--- config.mk ---
export PLATFORM = sky130hd
export DESIGN_NAME = abm_ctrl
export DESIGN_NICKNAME = d
export VERILOG_FILES = /design/src/rtl/abm_pkg.sv /design/src/rtl/abm_phase_cnt.sv /design/src/rtl/abm_seq.sv /design/src/rtl/abm_datapath.sv /design/src/rtl/abm_ctrl.sv
export SDC_FILE = /design/constraint.sdc
export NUM_CORES = 1
export LEC_CHECK = 0
export ABC_AREA = 1
export BUFFER_PORTS_ARGS = -buffer_cell sky130_fd_sc_hd__buf_4
export CAP_MARGIN = 20
export CORE_MARGIN = 8
export CORE_UTILIZATION = 47
export DETAILED_ROUTE_END_ITERATION = 8
export PLACE_DENSITY = 0.86
export SETUP_SLACK_MARGIN = 0.5
export SYNTH_ARGS = -nofsm -noshare
export SYNTH_HDL_FRONTEND = slang
export SYNTH_SLANG_ARGS = --single-unit
--- constraint.sdc ---
create_clock -name clk -period 1.5 [get_ports clk]
set_clock_uncertainty 0.15 [all_clocks]
set_input_delay 0.225 -clock clk [delete_from_list [all_inputs] [get_ports clk]]
set_output_delay 0.225 -clock clk [all_outputs]
set_load 0.01 [all_outputs]
--- src/rtl/abm_pkg.sv ---
`timescale 1ns/1ps
package abm_pkg;
   typedef enum logic [1:0] {
      ST_IDLE    = 2'd0,
      ST_ACCESS  = 2'd1,
      ST_RECOVER = 2'd2
   } abm_state_e;

   // Phase length in clock cycles: ceiling of ns / period, never below one.
   function automatic int unsigned ns2cyc(input int unsigned ns, input int unsigned clk_ns);
      int unsigned c;
      c = (ns + clk_ns - 1) / clk_ns;
      return (c < 1) ? 1 : c;
   endfunction

   function automatic int unsigned umax(input int unsigned a, input int unsigned b);
      return (a > b) ? a : b;
   endfunction
endpackage

--- src/rtl/abm_phase_cnt.sv ---
`timescale 1ns/1ps
module abm_phase_cnt #(
   parameter int unsigned CNT_W = 4
) (
   input  logic             clk,
   input  logic             rst_n,
   input  logic             load,
   input  logic [CNT_W-1:0] load_val,
   output logic             zero
);
   logic [CNT_W-1:0] cnt_q;

   always_ff @(posedge clk or negedge rst_n) begin
      if (!rst_n)          cnt_q <= '0;
      else if (load)       cnt_q <= load_val;
      else if (cnt_q != 0) cnt_q <= cnt_q - 1'b1;
   end

   assign zero = (cnt_q == '0);
endmodule

--- src/rtl/abm_seq.sv ---
`timescale 1ns/1ps
module abm_seq #(
   parameter int unsigned CNT_W  = 4,
   parameter int unsigned C_RD   = 5,
   parameter int unsigned C_WP   = 3,
   parameter int unsigned C_RREC = 2,
   parameter int unsigned C_WREC = 2
) (
   input  logic             clk,
   input  logic             rst_n,
   input  logic             req_valid,
   input  logic             req_write,
   input  logic             cnt_zero,
   output logic             req_ready,
   output logic             fire,
   output logic             load,
   output logic [CNT_W-1:0] load_val,
   output logic             cap,
   output logic             ce_n,
   output logic             we_n,
   output logic             oe_n,
   output logic             dq_oe
);
   import abm_pkg::*;

   localparam logic [CNT_W-1:0] LV_RD   = CNT_W'(C_RD - 1);
   localparam logic [CNT_W-1:0] LV_WP   = CNT_W'(C_WP - 1);
   localparam logic [CNT_W-1:0] LV_RREC = CNT_W'(C_RREC - 1);
   localparam logic [CNT_W-1:0] LV_WREC = CNT_W'(C_WREC - 1);

   abm_state_e st_q;
   logic       is_wr_q;
   logic       end_acc;

   assign req_ready = (st_q == ST_IDLE);
   assign fire      = req_valid && req_ready;
   assign end_acc   = (st_q == ST_ACCESS) && cnt_zero;
   assign load      = fire || end_acc;
   assign cap       = end_acc && !is_wr_q;

   always_comb begin
      if (st_q == ST_IDLE) load_val = req_write ? LV_WP : LV_RD;
      else                 load_val = is_wr_q ? LV_WREC : LV_RREC;
   end

   always_ff @(posedge clk or negedge rst_n) begin
      if (!rst_n) begin
         st_q    <= ST_IDLE;
         is_wr_q <= 1'b0;
         ce_n    <= 1'b1;
         we_n    <= 1'b1;
         oe_n    <= 1'b1;
         dq_oe   <= 1'b0;
      end else begin
         case (st_q)
            ST_IDLE: if (fire) begin
               st_q    <= ST_ACCESS;
               is_wr_q <= req_write;
               ce_n    <= 1'b0;
               we_n    <= !req_write;
               oe_n    <= req_write;
               dq_oe   <= req_write;
            end
            ST_ACCESS: if (cnt_zero) begin
               st_q  <= ST_RECOVER;
               ce_n  <= 1'b1;
               we_n  <= 1'b1;
               oe_n  <= 1'b1;
               dq_oe <= 1'b0;
            end
            ST_RECOVER: if (cnt_zero) st_q <= ST_IDLE;
            default: st_q <= ST_IDLE;
         endcase
      end
   end
endmodule

--- src/rtl/abm_datapath.sv ---
`timescale 1ns/1ps
module abm_datapath #(
   parameter int unsigned ADDR_W     = 17,
   parameter int unsigned DATA_W     = 8,
   parameter bit          HOLD_RDATA = 1'b1
) (
   input  logic              clk,
   input  logic              rst_n,
   input  logic              fire,
   input  logic              req_write,
   input  logic [ADDR_W-1:0] req_addr,
   input  logic [DATA_W-1:0] req_wdata,
   input  logic              cap,
   input  logic [DATA_W-1:0] mem_dq_i,
   output logic [ADDR_W-1:0] mem_addr,
   output logic [DATA_W-1:0] mem_dq_o,
   output logic              rsp_valid,
   output logic [DATA_W-1:0] rsp_rdata
);
   logic [DATA_W-1:0] rdata_q;

   always_ff @(posedge clk or negedge rst_n) begin
      if (!rst_n) begin
         mem_addr  <= '0;
         mem_dq_o  <= '0;
         rsp_valid <= 1'b0;
         rdata_q   <= '0;
      end else begin
         rsp_valid <= cap;
         if (fire) mem_addr <= req_addr;
         if (fire && req_write) mem_dq_o <= req_wdata;
         if (cap) rdata_q <= mem_dq_i;
      end
   end

   generate
      if (HOLD_RDATA) begin : g_hold
         assign rsp_rdata = rdata_q;
      end else begin : g_mask
         assign rsp_rdata = rdata_q & {DATA_W{rsp_valid}};
      end
   endgenerate
endmodule

--- src/rtl/abm_ctrl.sv ---
`timescale 1ns/1ps
module abm_ctrl #(
   parameter int unsigned ADDR_W      = 17,
   parameter int unsigned DATA_W      = 8,
   parameter int unsigned CLK_NS      = 8,
   parameter int unsigned T_CYCLE_NS  = 35,
   parameter int unsigned T_ACC_NS    = 35,
   parameter int unsigned T_OE_ACC_NS = 15,
   parameter int unsigned T_WP_NS     = 15,
   parameter int unsigned T_DSU_NS    = 10,
   parameter int unsigned T_AWE_NS    = 18,
   parameter int unsigned T_WREC_NS   = 12,
   parameter int unsigned T_HZ_NS     = 15,
   parameter int unsigned T_HIGH_NS   = 2,
   parameter bit          HOLD_RDATA  = 1'b1
) (
   input  logic              clk,
   input  logic              rst_n,
   input  logic              req_valid,
   output logic              req_ready,
   input  logic              req_write,
   input  logic [ADDR_W-1:0] req_addr,
   input  logic [DATA_W-1:0] req_wdata,
   output logic              rsp_valid,
   output logic [DATA_W-1:0] rsp_rdata,
   output logic [ADDR_W-1:0] mem_addr,
   output logic              mem_ce_n,
   output logic              mem_we_n,
   output logic              mem_oe_n,
   output logic [DATA_W-1:0] mem_dq_o,
   output logic              mem_dq_oe,
   input  logic [DATA_W-1:0] mem_dq_i
);
   import abm_pkg::*;

   localparam int unsigned C_CYC  = ns2cyc(T_CYCLE_NS, CLK_NS);
   localparam int unsigned C_HI   = ns2cyc(T_HIGH_NS, CLK_NS);
   localparam int unsigned C_HZ   = ns2cyc(T_HZ_NS, CLK_NS);
   localparam int unsigned C_WRC  = ns2cyc(T_WREC_NS, CLK_NS);
   localparam int unsigned C_RD   = umax(ns2cyc(T_ACC_NS, CLK_NS), ns2cyc(T_OE_ACC_NS, CLK_NS));
   localparam int unsigned C_WP   = umax(ns2cyc(T_WP_NS, CLK_NS),
                                         umax(ns2cyc(T_DSU_NS, CLK_NS), ns2cyc(T_AWE_NS, CLK_NS)));
   localparam int unsigned C_RREC = umax(C_HI, umax(C_HZ, (C_CYC > C_RD) ? C_CYC - C_RD : 1));
   localparam int unsigned C_WREC = umax(C_HI, umax(C_WRC, (C_CYC > C_WP) ? C_CYC - C_WP : 1));
   localparam int unsigned C_MAX  = umax(umax(C_RD, C_WP), umax(C_RREC, C_WREC));
   localparam int unsigned CNT_W  = $clog2(C_MAX) + 1;

   initial begin
      assert (CLK_NS > 0) else $fatal(1, "abm_ctrl: CLK_NS must be positive");
      assert (ADDR_W > 0 && DATA_W > 0) else $fatal(1, "abm_ctrl: bus widths must be positive");
   end

   logic             fire, load, cnt_zero, cap;
   logic [CNT_W-1:0] load_val;

   abm_seq #(
      .CNT_W(CNT_W), .C_RD(C_RD), .C_WP(C_WP), .C_RREC(C_RREC), .C_WREC(C_WREC)
   ) seq_i (
      .clk(clk), .rst_n(rst_n), .req_valid(req_valid), .req_write(req_write),
      .cnt_zero(cnt_zero), .req_ready(req_ready), .fire(fire), .load(load),
      .load_val(load_val), .cap(cap), .ce_n(mem_ce_n), .we_n(mem_we_n),
      .oe_n(mem_oe_n), .dq_oe(mem_dq_oe)
   );

   abm_phase_cnt #(.CNT_W(CNT_W)) cnt_i (
      .clk(clk), .rst_n(rst_n), .load(load), .load_val(load_val), .zero(cnt_zero)
   );

   abm_datapath #(
      .ADDR_W(ADDR_W), .DATA_W(DATA_W), .HOLD_RDATA(HOLD_RDATA)
   ) dp_i (
      .clk(clk), .rst_n(rst_n), .fire(fire), .req_write(req_write),
      .req_addr(req_addr), .req_wdata(req_wdata), .cap(cap), .mem_dq_i(mem_dq_i),
      .mem_addr(mem_addr), .mem_dq_o(mem_dq_o), .rsp_valid(rsp_valid),
      .rsp_rdata(rsp_rdata)
   );
endmodule

==> metrics.md, run 1 <==
| Metric | Value |
|---|---|
| Share of Yosys cell area claimed by the top area cell type | 0.5710 |
| Die Ht | 78.58 microns |
| Worst endpoint type | register input |
| Die W | 78.58 microns |
| Failed at | global routing |
| I/O Buffers | 75 |
| Largest net degree at the start of global routing | 46 |
| Row Count | 22 |
| Yosys cell types | 22 |
| Clk buf depth | 2 |
| Synth area leaders | dfrtp_1, nand2_1, dfstp_2, nand3_1, inv_1 |
| Cts bufs inserted | 5 |
| Area leader, netlist | dfrtp_1 |
| Grt repair worst endpoint | dp_i.rsp_rdata[4]$_DFFE_PN0P_/D |
| Top cells by count, synth | nand2_1, dfrtp_1, inv_1 |
| Initial core utilization | 0.4953 |
| Clock root buffer | clkbuf_8 |
| Mapped cell area | 1841 sq um |
| GP Congestion | 0.7473 |
| Number of synthesized flops with an enable pin | 0 |
| Avg Inst Size Synth | 8.935 sq um |
| Cell with the most instances after synthesis | nand2_1 |
| Async SR Flop Fraction | 1.000 |
| Post-synthesis sequential area ratio | 0.6139 |
| Post-Syn Nets | 245 |
| Outcome | did not finish |
| Stop Error | [ERROR DPL-0038] Utilization greater than 100%, impossible to legalize |
| Main flop type after synthesis | dfrtp_1 |
| Post-synthesis register bit count | 45 |
| Num ports | 76 |
| Cells after Synth | 206 |
| Synthesis Warnings | 0 |
| H-tree levels | 2 |
| Clock sinks | 45 |
| Hpwl dp | 3.452 mm |
-- cells by family after synthesis --
logic type / synth area share
flops: 0.6139
xor+xnor: 0.004760
fa+ha+maj: 0.01359
compound gates: 0.008155
simple gates: 0.3168
buf+inv: 0.04282
-- repair_timing --
action                                  CTS
gates cloned                              7
buffers inserted                         33
endpoints found under the hold margin    74
resized for setup                       101
endpoints found under the setup margin   84
pin swaps                                20
hold buffers                             32
-- stage by stage --
step / instance area (sq um) / cells / util / setup WS, ps / hold slack [ps]
after floorplan: 1869 / 206 / - / 194.5 / -220.6
after global placement: 2484 / 328 / 0.6684 / 153.9 / 104.1
after detailed placement: 2484 / 328 / 0.6684 / 120.6 / 104.1
after CTS: 3605 / 408 / 0.9700 / 118.2 / -217.4
==> inputs of run 2 (changes only) <==
--- a/config.mk
+++ b/config.mk
@@ -9,10 +9,9 @@
 export BUFFER_PORTS_ARGS = -buffer_cell sky130_fd_sc_hd__buf_4
 export CAP_MARGIN = 20
 export CORE_MARGIN = 8
-export CORE_UTILIZATION = 47
+export CORE_UTILIZATION = 40
 export DETAILED_ROUTE_END_ITERATION = 8
-export PLACE_DENSITY = 0.86
-export SETUP_SLACK_MARGIN = 0.5
+export PLACE_DENSITY_LB_ADDON = 0.15
 export SYNTH_ARGS = -nofsm -noshare
 export SYNTH_HDL_FRONTEND = slang
 export SYNTH_SLANG_ARGS = --single-unit
==> run 2 against run 1 <==
The flow now finishes without violations. Synthesized cell count unchanged. Synthesized area unchanged.
==> metrics.md, run 2 <==
| Metric | Value |
|---|---|
| Outcome | completed |
| Final worst slack | 109.4 ps |
| Overall routing resource usage | 0.1492 |
| Largest delay share family, worst path | flip-flops |
| Highest metal used | met4 |
| Die W | 83.83 microns |
| Design Area, Final | 2955 sq um |
| Max incr delay on CP | 380 ps |
| DRC errors left | 0 |
| Main flop type after synthesis | dfrtp_1 |
| Async SR Flop Fraction | 1.000 |
| Clk buf depth | 2 |
| Post-synthesis simple-gate area fraction | 0.3168 |
| Skew-Pair Late Insertion Delay | 300 ps |
| CP max FO | 4 |
| H-tree levels | 2 |
| Post-Syn Nets | 245 |
| Setup TNS | 0 ps |
| Top cells by count, synth | nand2_1, dfrtp_1, inv_1 |
| Clock root buffer | clkbuf_8 |
| Initial core utilization | 0.4198 |
| Routed Antenna Nets | 0 |
| Routed vias | 1733 |
| Synthesis Warnings | 0 |
| Crit Path Class | flop to flop |
| Worst-Margin Slew | 565.2 ps |
| Post-synthesis adder-cell area fraction | 0.01360 |
| Final setup vio count | 0 |
| DR WL met2 | 2.684 mm |
| Clock sinks | 45 |
| Max frequency | 719.1 MHz |
| Commonest non-fill, non-tap cell in the layout | nand2_1 |
| Yosys cell types | 22 |
| Cells after Synth | 206 |
| Die area | 7027 sq um |
| Worst slack at placement | 29.71 ps |
| Synth Area in XOR/XNOR | 0.004759 |
| Worst Setup Start Kind | flop |
| CTS tree | yes |
| DRT iter0 DRCs | 37 |
| Reg2Reg Depth | 8 |
| Worst-path clk slew | 80 ps |
| Pwr Density | 1935 nW/um^2 |
| Initial antenna violation count | 0 |
| WL met3 | 344 microns |
| Num ports | 76 |
| Row Count | 24 |
| Share of cells above drive strength 1 | 0.3323 |
| Fin crit period | 1391 ps |
| Hpwl dp | 3.381 mm |
| Slowest stage cell, crit path | dfrtp_1 |
| Data arrival, critical path | 1440 ps |
| Post-synthesis sequential area ratio | 0.6139 |
| Crit path buffers/inverters | 3 |
| Synth area leaders | dfrtp_1, nand2_1, dfstp_2, nand3_1, inv_1 |
| Core Region | 4384 sq um |
| Cts bufs inserted | 5 |
| P&R area growth vs syn | 60.57% |
| Vias per Instance | 4.561 |
| Wire length on met1 | 2.048 mm |
| Pre-Repair DR Iteration Count | 4 |
| Avg Inst Size Synth | 8.935 sq um |
| Die Ht | 83.83 microns |
| Largest family of logic cells by synthesized area | simple AND/OR/NAND/NOR gates |
| Static Leak | 1.637 nW |
| Req. time, crit path | 1550 ps |
| Slew margin rel. | 0.6232 |
| Number of synthesized flops with an enable pin | 0 |
| Largest net degree at the start of global routing | 46 |
| Share of Yosys cell area claimed by the top area cell type | 0.5710 |
| Cell with the most instances after synthesis | nand2_1 |
| Crit end category | flop |
| Max reg flops | 17 |
| Post-synthesis compound-gate area fraction | 0.008158 |
| Commonest cells after routing, fill and taps aside | nand2_1, buf_4, dfrtp_1 |
| Crit-path cells | inv_1, ha_2, nand2_2, inv_4, buf_4, nand3_1, nand2_1, nor2_1 |
| Final WL | 5.220 mm |
| Final Max Tran Viols | 0 |
| Maximum vdd drop | 982.6 uV |
| Layout Nets | 366 |
| Routed length per instance | 13.74 microns |
| Max cap viols | 0 |
| Final worst path period share | 0.9270 |
| Number of global-route vias before repair | 1868 |
| Register bank with the most flops | dp_i.mem_addr |
| Hold path depth | 3 |
| GRT overflow | 0 |
| DP Area | 2482 sq um |
| Mapped cell area | 1841 sq um |
| # diodes | 0 |
| I/O Buffers | 75 |
| Post-synthesis register bit count | 45 |
| Final hold violations | 0 |
| Mux contribution to synthesized area | 0 |
| GP Congestion | 0.8337 |
| Hold crit path type | input port to flop |
| First-pass GRT wire length | 8.604 mm |
| Stages on the worst setup path | 8 |
| Area leader, netlist | dfrtp_1 |
| Final hold slack | 60.52 ps |
-- run 2: layer usage --
layer,vias to the layer above,global-route usage
li1,866,-
met1,801,0.1551
met2,50,0.2561
met3,16,0.05762
met4,0,0.07221
met5,-,0
-- run 2: worst paths after layout --
kind	startpoint	end	slack, ps
setup / recovery	cnt_i.cnt_q[0]$_DFFE_PN0P_	cnt_i.cnt_q[2]$_DFFE_PN0P_	110
hold / removal	req_valid	seq_i.st_q[0]$_DFFE_PN0P_	60
setup reg to reg	cnt_i.cnt_q[0]$_DFFE_PN0P_	cnt_i.cnt_q[2]$_DFFE_PN0P_	110
hold reg to reg	seq_i.we_n$_DFFE_PN1P_	seq_i.we_n$_DFFE_PN1P_	320
max in group asynchronous	rst_n	seq_i.we_n$_DFFE_PN1P_	500
min in group asynchronous	rst_n	dp_i.rsp_rdata[2]$_DFFE_PN0P_	310
-- run 2: per-stage QoR --
| step | cells | total power (W) | utilization |
|---|---|---|---|
| after floorplan | 206 | 0.003560 | - |
| after global placement | 335 | 0.004784 | 0.5662 |
| after detailed placement | 335 | 0.004832 | 0.5662 |
| after CTS | 377 | 0.005688 | 0.6644 |
| after global routing | 380 | 0.006213 | 0.6741 |
| final | 380 | 0.005719 | 0.6741 |
-- run 2: area by class of cell --
cell class,count,area [sq um]
timing repair inverter,1,5.005
clock buffer,8,90.09
timing repair buffer,116,955.9
multi-input combinational,146,654.4
inverter,12,55.05
sequential,45,1130
tap,52,65.06
fill,379,1429
-- run 2: what timing repair did --
item,CTS,global route
hold buffers,34,0
endpoints found under the setup margin,0,10
hold endpoints to repair,75,0
gates resized for setup,0,8
buffers inserted,0,1
-- run 2: logic make-up (layout without fill, tap and decap cells) --
kind of cell / Yosys count / count (layout)
flip-flops: 45 / 45
adder cells (fa/ha/maj): 2 / 2
XOR/XNOR: 1 / 1
AND/OR/NAND/NOR: 139 / 140
AO/OA/AOI/OAI: 3 / 3
buffers and inverters: 16 / 137
-- run 2: report_power, final --
part	internal [W]	switching (W)
combinational	0.00131	0.00148
clock	0.000376	0.000387
sequential	0.00183	0.000339
-- run 2: tightest hold or removal path, delay by kind of cell --
| family | cells | cell delay [ps] |
|---|---|---|
| simple gates | 2 | 150 |
| buf+inv | 1 | 90 |
(Power assumes the default switching activity.)
==> inputs of run 3 (changes only) <==
--- a/config.mk
+++ b/config.mk
@@ -14,4 +14,5 @@
 export PLACE_DENSITY_LB_ADDON = 0.15
 export SYNTH_ARGS = -nofsm -noshare
 export SYNTH_HDL_FRONTEND = slang
+export SYNTH_HIERARCHICAL = 1
 export SYNTH_SLANG_ARGS = --single-unit
==> run 3 against run 2 <==
The flow now finishes with violations (negative setup slack). Register-to-register slack got worse by 130 ps. Highest routed layer unchanged. Clock-buffer cell count shrank 1. First-iteration DRC count increased by 140%. Cell area is 8.6% higher.
==> metrics.md, run 3 <==
| Metric | Value |
|---|---|
| Layout Cells excl Fill | 403 |
| Clk buf depth | 2 |
| Commonest non-fill, non-tap cell in the layout | buf_4 |
| Switch Pwr | 0.002402 W |
| Die W | 86.88 microns |
| Worst-Margin Slew | 570.7 ps |
| Max incr delay on CP | 390 ps |
| Hold crit path type | input port to flop |
| Initial antenna violation count | 0 |
| Hpwl dp | 3.367 mm |
| # diodes | 0 |
| Initial core utilization | 0.4199 |
| Crit-path cells | inv_2, ha_4, nand2_2, inv_2, nand3_4, nor2_4, buf_6, o21ai_1 |
| Post-synthesis sequential area ratio | 0.5623 |
| P&R area growth vs syn | 59.78% |
| Area leader, netlist | dfrtp_1 |
| Synthesis Warnings | 6 |
| Final Max Tran Viols | 0 |
| Largest delay share family, worst path | flip-flops |
| Register bank with the most flops | dp_i/mem_addr |
| Gate power share | 0.513 |
| Post-Place Cells | 358 |
| Sw Ratio | 0.3749 |
| Max cap viols | 0 |
| Synth area leaders | dfrtp_1, nand2_1, inv_1, o21ai_2, o21ai_0 |
| Cells after Synth | 215 |
| Outcome | finished, violations left |
| Number of synthesized flops with an enable pin | 0 |
| Req. time, crit path | 1530 ps |
| Largest net degree at the start of global routing | 46 |
| Pwr Density | 1995 nW/um^2 |
| Share of cells above drive strength 1 | 0.4256 |
| Crit path buffers/inverters | 3 |
| Skew-Pair Late Insertion Delay | 300 ps |
| Fin crit period | 1523 ps |
| Design internal power | 0.004004 W |
| Avg Inst Size Synth | 9.346 sq um |
| Main flop type after synthesis | dfrtp_1 |
| CTS tree | yes |
| Pre-Repair DR Iteration Count | 5 |
| First-pass GRT wire length | 8.314 mm |
| Final setup vio count | 6 |
| I/O Buffers | 75 |
| DRC errors left | 0 |
| Mapped cell area | 2009 sq um |
| Reg2Reg Depth | 8 |
| Routed Antenna Nets | 0 |
| CP dominant cell by count | inv_2 |
| Die area | 7547 sq um |
| Design Area, Final | 3211 sq um |
| Crit Path Class | flop to flop |
| Routed vias | 1784 |
| Cts bufs inserted | 5 |
| RSZ-0062 raised after global routing | true |
| H-tree levels | 2 |
| Row Count | 25 |
| Max reg flops | 17 |
| Setup crit end | dp_i/rsp_rdata[4]$_DFFE_PN0P_ |
| Routed length per instance | 13.01 microns |
| Crit end category | flop |
| Final worst path period share | 1.015 |
| Slowest stage cell, crit path | dfrtp_1 |
| Setup slack, reg-to-reg | -20 ps |
| DRT iter0 DRCs | 90 |
| Reg2reg end | dp_i/rsp_rdata[4]$_DFFE_PN0P_ |
| Violated checks | negative setup slack |
| Commonest cells after routing, fill and taps aside | buf_4, nand2_1, dfrtp_1 |
| Slew margin rel. | 0.6195 |
| Worst Hold Launch | req_wdata[6] |
| Worst Setup Start Kind | flop |
| Final hold violations | 0 |
| CP Launch Point | cnt_i/cnt_q[0]$_DFFE_PN0P_ |
| GP Congestion | 0.7868 |
| Number of global-route vias before repair | 1730 |
| Data arrival, critical path | 1550 ps |
| Clock sinks | 45 |
| Clock root buffer | clkbuf_8 |
| Cell with the most instances after synthesis | nand2_1 |
| CP max FO | 8 |
| Async SR Flop Fraction | 1.000 |
| Clock group share of total power | 0.147 |
| Worst-path clk slew | 90 ps |
| GRT overflow | 0 |
| Overall routing resource usage | 0.1394 |
| Static Leak | 1.647 nW |
| Stages on the worst setup path | 8 |
| Layout Nets | 373 |
| Maximum vdd drop | 1206 uV |
| Core Region | 4786 sq um |
| Num ports | 76 |
| Post-synthesis register bit count | 45 |
| Vias per Instance | 4.427 |
| Die Ht | 86.88 microns |
| Final WL | 5.244 mm |
| DP Area | 2685 sq um |
| Reg-to-reg startpoint | cnt_i/cnt_q[0]$_DFFE_PN0P_ |
| Final worst slack | -22.91 ps |
| Share of Yosys cell area claimed by the top area cell type | 0.5230 |
| Yosys cell types | 22 |
| Top cells by count, synth | nand2_1, dfrtp_1, inv_1 |
| Max frequency | 656.6 MHz |
| Reg power frac | 0.340 |
| Post-Syn Nets | 253 |
## run 3: cell types whose count changed in the layout (fill, tap and decap cells not counted), sizes merged, moves of 5 or more
cell,before,now
nand2,122,72
o21ai,2,32
inv,12,35
buf,82,92
dlygate4sd3,34,29
nand3,9,14
## run 3: how the worst min path moves through the flow
stage	end	cells after the start
6_report	dp_i/mem_dq_o[6]$_DFFE_PN0P_	3
5_1_grt	dp_i/mem_dq_o[4]$_DFFE_PN0P_	3
4_1_cts	dp_i/mem_dq_o[3]$_DFFE_PN0P_	3
3_5_place_dp	dp_i/mem_addr[15]$_DFFE_PN0P_	1
3_3_place_gp	cnt_i/cnt_q[1]$_DFFE_PN0P_	1
2_1_floorplan	cnt_i/cnt_q[0]$_DFFE_PN0P_	0
## run 3: final cells by class
type | instances | area, sq um
tap | 67 | 83.83
clock inverter | 1 | 30.03
sequential | 45 | 1130
multi-input combinational | 127 | 733.2
clock buffer | 7 | 86.33
inverter | 35 | 133.9
fill | 399 | 1575
timing repair buffer | 121 | 1013
## run 3: cells by family after synthesis
group | Yosys count | synth area share
xor+xnor | 1 | 0.004359
buf+inv | 43 | 0.1108
simple gates | 92 | 0.2142
compound gates | 32 | 0.1002
flops | 45 | 0.5623
other cells | 1 | 0.001866
fa+ha+maj | 1 | 0.006226
## run 3: through the flow
step	total power, W	util	hold WS (ps)	setup slack, ps	setup TNS (ps)
2_1_floorplan	0.003833	-	-220.6	-7.077	-14.15
3_3_place_gp	0.005084	0.5610	117.1	-44.92	-360.8
3_5_place_dp	0.005143	0.5610	113.8	-89.22	-543.8
4_1_cts	0.006294	0.6575	0.9686	3.659	0
5_1_grt	0.006932	0.6709	1.984	-119.7	-1067
6_report	0.006406	0.6709	7.028	-22.91	-54.71
## run 3: repair_timing
item                                    in CTS  in global routing
hold buffers                                29                  0
endpoints found under the setup margin      12                 12
pin swaps                                    5                  6
resized for setup                            2                 25
endpoints found under the hold margin       70                  0
setup buffers                                7                  1
## run 3: per-layer routing
metal | up-vias | global-route usage | share of wire | routed length (microns)
met5 | - | 0 | 0 | 0
met3 | 7 | 0.04245 | 0.056 | 292
li1 | 890 | - | - | -
met2 | 44 | 0.2193 | 0.50 | 2630
met4 | 0 | 0.05164 | 0.016 | 83
met1 | 843 | 0.1748 | 0.43 | 2237
## run 3: power groups by stage
stage	sequential, W	clock, W	combinational, W
after floorplan	0.00244	0	0.00140
after global placement	0.00219	0	0.00289
after detailed placement	0.00220	0	0.00295
after CTS	0.00218	0.000971	0.00314
after global routing	0.00225	0.00103	0.00365
final	0.00218	0.000939	0.00329
## run 3: worst register-to-register path: cells and delay by family, from the launching register on
family,cells,cell delay [ps]
AO/OA/AOI/OAI,1,90
adder cells (fa/ha/maj),1,140
buffers and inverters,3,330
flip-flops,1,390
AND/OR/NAND/NOR,3,320
